## config.mk

```make
export PLATFORM = sky130hd
export DESIGN_NAME = tapline_delay
export DESIGN_NICKNAME = d
export VERILOG_FILES = /design/src/rtl/tapline_pkg.sv /design/src/rtl/tapline_chain.sv /design/src/rtl/tapline_select.sv /design/src/rtl/tapline_outreg.sv /design/src/rtl/tapline_delay.sv
export SDC_FILE = /design/constraint.sdc
export NUM_CORES = 1
export LEC_CHECK = 0
export BUFFER_PORTS_ARGS = -buffer_cell sky130_fd_sc_hd__buf_2
export CORE_MARGIN = 5
export CORE_UTILIZATION = 45
export CTS_CLUSTER_SIZE = 12
export DETAILED_ROUTE_END_ITERATION = 8
export GPL_TIMING_DRIVEN = 0
export SYNTH_ARGS = -nofsm -noshare
export SYNTH_HDL_FRONTEND = slang
export SYNTH_SLANG_ARGS = --single-unit
export TNS_END_PERCENT = 20
```

## constraint.sdc

```tcl
create_clock -name clk -period 11.6 [get_ports clk]
set_input_delay 1.16 -clock clk [delete_from_list [all_inputs] [get_ports clk]]
set_output_delay 1.16 -clock clk [all_outputs]
set_load 0.02 [all_outputs]
```

## src/rtl/tapline_pkg.sv

```systemverilog
`timescale 1ns/1ps
package tapline_pkg;

   // Decision taken by the output stage on each edge.
   typedef enum logic [2:0] {
      ACT_HOLD = 3'd0,
      ACT_TAP  = 3'd1,
      ACT_ZERO = 3'd2,
      ACT_ONES = 3'd3,
      ACT_INIT = 3'd4
   } out_act_e;

   // Clear wins over set, set wins over init; controls only count when live.
   function automatic out_act_e pick_action(input logic live, input logic ce,
                                            input logic clr, input logic set,
                                            input logic init);
      if (live && clr)  return ACT_ZERO;
      if (live && set)  return ACT_ONES;
      if (live && init) return ACT_INIT;
      if (ce)           return ACT_TAP;
      return ACT_HOLD;
   endfunction

endpackage

```

## src/rtl/tapline_chain.sv

```systemverilog
`timescale 1ns/1ps
module tapline_chain #(
   parameter int WIDTH = 16,
   parameter int DEPTH = 16
) (
   input  logic                   clk,
   input  logic                   rst_n,
   input  logic                   shift_en,
   input  logic [WIDTH-1:0]       din,
   output logic [DEPTH*WIDTH-1:0] stages_o
);

   logic [WIDTH-1:0] stg [DEPTH];

   for (genvar i = 0; i < DEPTH; i++) begin : g_stage
      logic [WIDTH-1:0] feed;
      if (i == 0) begin : g_head
         assign feed = din;
      end else begin : g_body
         assign feed = stg[i-1];
      end

      always_ff @(posedge clk) begin
         if (!rst_n)        stg[i] <= '0;
         else if (shift_en) stg[i] <= feed;
      end

      assign stages_o[i*WIDTH +: WIDTH] = stg[i];
   end

endmodule

```

## src/rtl/tapline_select.sv

```systemverilog
`timescale 1ns/1ps
module tapline_select #(
   parameter int WIDTH    = 16,
   parameter int DEPTH    = 16,
   parameter int ADDR_W   = 4,
   parameter bit VARIABLE = 1'b1
) (
   input  logic [DEPTH*WIDTH-1:0] stages_i,
   input  logic [ADDR_W-1:0]      addr,
   output logic [WIDTH-1:0]       tap_o
);

   localparam int LAST = DEPTH - 1;

   if (VARIABLE) begin : g_var
      logic [ADDR_W-1:0] idx;
      if (DEPTH == (1 << ADDR_W)) begin : g_full
         assign idx = addr;
      end else begin : g_clamp
         localparam logic [ADDR_W-1:0] LAST_A = ADDR_W'(LAST);
         assign idx = (addr > LAST_A) ? LAST_A : addr;
      end
      assign tap_o = stages_i[int'(idx)*WIDTH +: WIDTH];
   end else begin : g_fixed
      logic [ADDR_W-1:0] addr_unused;
      assign addr_unused = addr;
      assign tap_o = stages_i[LAST*WIDTH +: WIDTH];
   end

endmodule

```

## src/rtl/tapline_outreg.sv

```systemverilog
`timescale 1ns/1ps
module tapline_outreg
   import tapline_pkg::*;
#(
   parameter int               WIDTH           = 16,
   parameter bit               REG_OUT         = 1'b1,
   parameter bit               CTRL_IGNORES_CE = 1'b0,
   parameter logic [WIDTH-1:0] INIT_VAL        = '0
) (
   input  logic             clk,
   input  logic             rst_n,
   input  logic             ce,
   input  logic             sclr,
   input  logic             sset,
   input  logic             sinit,
   input  logic [WIDTH-1:0] tap_i,
   output logic [WIDTH-1:0] q
);

   if (REG_OUT) begin : g_reg
      logic     live;
      out_act_e act;
      assign live = CTRL_IGNORES_CE ? 1'b1 : ce;
      assign act  = pick_action(live, ce, sclr, sset, sinit);

      always_ff @(posedge clk) begin
         if (!rst_n) q <= '0;
         else begin
            case (act)
               ACT_ZERO: q <= '0;
               ACT_ONES: q <= '1;
               ACT_INIT: q <= INIT_VAL;
               ACT_TAP:  q <= tap_i;
               default:  q <= q;
            endcase
         end
      end
   end else begin : g_wire
      assign q = tap_i;
   end

endmodule

```

## src/rtl/tapline_delay.sv

```systemverilog
`timescale 1ns/1ps
module tapline_delay #(
   parameter int               WIDTH           = 16,
   parameter int               DEPTH           = 16,
   parameter int               ADDR_W          = 4,
   parameter bit               VARIABLE        = 1'b1,
   parameter bit               REG_OUT         = 1'b1,
   parameter bit               CTRL_IGNORES_CE = 1'b0,
   parameter logic [WIDTH-1:0] INIT_VAL        = '0
) (
   input  logic              clk,
   input  logic              rst_n,
   input  logic              ce,
   input  logic [ADDR_W-1:0] addr,
   input  logic              sclr,
   input  logic              sset,
   input  logic              sinit,
   input  logic [WIDTH-1:0]  din,
   output logic [WIDTH-1:0]  q
);

   localparam int FLAT_W = DEPTH * WIDTH;

   if (WIDTH < 1) begin : g_bad_width
      $error("tapline_delay: WIDTH must be at least 1");
   end
   if (DEPTH < 2) begin : g_bad_depth
      $error("tapline_delay: DEPTH must be at least 2");
   end
   if ((1 << ADDR_W) < DEPTH) begin : g_bad_addr
      $error("tapline_delay: ADDR_W too narrow to reach every stage");
   end

   logic [FLAT_W-1:0] stages;
   logic [WIDTH-1:0]  tap;

   tapline_chain #(.WIDTH(WIDTH), .DEPTH(DEPTH)) u_chain (
      .clk      (clk),
      .rst_n    (rst_n),
      .shift_en (ce),
      .din      (din),
      .stages_o (stages)
   );

   tapline_select #(
      .WIDTH(WIDTH), .DEPTH(DEPTH), .ADDR_W(ADDR_W), .VARIABLE(VARIABLE)
   ) u_select (
      .stages_i (stages),
      .addr     (addr),
      .tap_o    (tap)
   );

   tapline_outreg #(
      .WIDTH(WIDTH), .REG_OUT(REG_OUT),
      .CTRL_IGNORES_CE(CTRL_IGNORES_CE), .INIT_VAL(INIT_VAL)
   ) u_out (
      .clk   (clk),
      .rst_n (rst_n),
      .ce    (ce),
      .sclr  (sclr),
      .sset  (sset),
      .sinit (sinit),
      .tap_i (tap),
      .q     (q)
   );

endmodule

```

==> out/results.ini <==
[status]
outcome = completed

[timing]
clock_skew_ps = 15.95
setup_viol = 0
period_share = 0.2686
tightest_slew_ps = 1266
tns_ps = 0
max_clock_freq_mhz = 320.9
rsz0062_at_grt = false
final.min_clock_period_ps = 3116
hold_viol_final = 0
slew_viol_final = 0
maxSlewHeadroom = 0.1443

[power_and_ir_drop]
fin_total_pwr_mw = 2.303
p_leak_nw = 6.047
pwr_density_cell_nw_per_um2 = 166.1
peakVddDrop_uv = 106.8

[drt]
wl_per_cell_um = 27.29
via_per_inst = 6.271
drt_pass1_iterations = 5
drcViolationCount = 0
vias = 7851
drt_wl_total_mm = 34.17
drt_iter0_drc = 846
ant_nets = 0

[floorplan]
rows = 60
dieWidth_um = 174.4
io_pins = 42
fp.dieH_um = 174.4
core_sq_um = 26800
dieArea_sq_um = 30420
start_util = 0.4539

[global_route]
grt_pass1_vias = 7580
grt_start_max_net_pins = 68
grt_usage = 0.2206
grt_pass1_wl_mm = 50.29
overflow = 0
antenna_found_initial = 1

[cts]
postCtsSetupBuffers = 0
cts_buffers = 30
cts_num_sinks = 272
clkTransAtPathRegs_ps = 60
htree_levels = 1
tritoncts = yes
clk_latency_ps = 550
cts_root_buffer = clkbuf_16
ctsHoldBuffers = 0
cts_buffer_depth = 3
post_cts_resized = 0

[logic_synthesis]
synth_cell_type_count = 34
avgSynthCellArea_sq_um = 14.93
synthTopCellsByArea = edfxtp_1, and3_1, mux4_2, mux2i_1, dfxtp_1
synth.yosys.seq_area_share = 0.6583
netlist_area_sq_um = 12160
synth_commonest_cells = and3_1, edfxtp_1, clkbuf_1
yosys_warnings = 0
synth_cells = 815
synth_top_flop_cell = edfxtp_1
ys_seq_elements = 272
yosysMostFrequentCell = and3_1
async_flop_share = 0
synth.largest_area_cell = edfxtp_1
syn_nets = 841
yosys.area.top_type_share = 0.6320
synth_enable_flop_cells = 256

[layout]
stdcell_area_sq_um = 13860
area_growth_pct = 13.97
final_nets = 914
diodes = 0
drive_above_1_share = 0.1734

[critical_path]
worstPathArrival_ps = 3330
start_kind = input pin
cp_slowest_cell = clkbuf_1
crit_type = input pin to flip-flop
cp.required_ps = 11810
crit_path_cell_trace = buf_2 -> clkbuf_1 -> nand2b_4 -> buf_16 -> buf_16 -> buf_16
endpoint_kind = flip-flop
slowest_delay_ps = 510
worst_path_most_repeated_cell = buf_16
path_max_fanout = 63

[flow_run]
maxCapViolations = 0

[placement]
io_buffers = 37
post-dp-hpwl_mm = 23.74
placed_area_sq_um = 12890
place.gp.congestion = 0.9109

[hold_path]
hold_path.class = flip-flop to flip-flop

per-stage QoR:
step,worst slack (ps),hold slack [ps],util,std cells
after floorplan,3245,548.7,-,815
after global placement,178.6,547.7,0.4767,1193
after detailed placement,7938,536.4,0.4811,1197
after CTS,8515,565.8,0.5173,1252
after global routing,8302,588.2,0.5173,1252
final,8484,567.3,0.5173,1252
power by group:
group / internal, mW / switching (mW)
registers: 1.14 / 0.0366
logic: 0.0679 / 0.112
clock network: 0.556 / 0.391
cells by family after synthesis:
logic type,count (synthesis),synth area share
simple gates,293,0.1513
flops,272,0.6583
mux,91,0.1214
buf+inv,86,0.02983
compound gates,73,0.03919
critical path: cells and delay by family:
family        cells  cell delay, ps
buf+inv           5            1610
simple gates      1             450
sequential cells by signal, summed over array words and instances, names as in the netlist:
signal,count
u_chain.stg,256
u_out.q,16
layout by cell type, fill, tap and decap left out, types with 3 or more instances in the layout:
master,count
a211oi_1,6
a21oi_1,10
a22oi_1,23
a31oi_1,7
a41oi_1,3
and3_1,258
buf_16,4
buf_2,51
buf_4,4
clkbuf_1,71
clkbuf_16,31
clkbuf_8,4
clkinv_1,4
clkinv_2,6
dfxtp_1,16
edfxtp_1,256
inv_1,3
mux2i_1,44
mux4_2,45
nand2_1,13
nand3_1,3
nor2b_1,8
o211ai_1,6
o21ai_0,16
layout make-up:
| class | count | area [sq um] |
|---|---|---|
| plain buffers | 83 | 351.6 |
| clock buffers | 42 | 857.1 |
| clock inverters | 13 | 112.6 |
| fillers | 2251 | 12940 |
| inverters | 3 | 11.26 |
| multi-input cells | 457 | 3801 |
| flip-flops and latches | 272 | 8008 |
| well taps | 341 | 426.7 |
| repair buffers | 41 | 295.3 |
worst paths after layout:
kind / startpoint / to / slack, ps / depth (start not counted)
worst max-delay path: ce / u_chain.stg[12][3] / 8480 / 6
worst min-delay path: u_out.q[2] / u_out.q[2] / 570 / 2
worst max register to register: u_chain.stg[12][5] / u_out.q[5] / 9940 / 3
worst min register to register: u_out.q[2] / u_out.q[2] / 570 / 2
routing by layer:
layer / up-vias / wire length, um / part of all wire / track usage
met2: 403 / 15190 / 0.44 / 0.3295
met4: 0 / 877 / 0.026 / 0.05213
met5: - / 0 / 0 / 0
li1: 3387 / - / - / -
met3: 64 / 3240 / 0.095 / 0.04915
met1: 3997 / 14860 / 0.43 / 0.3315
(Power assumes the default switching activity.)
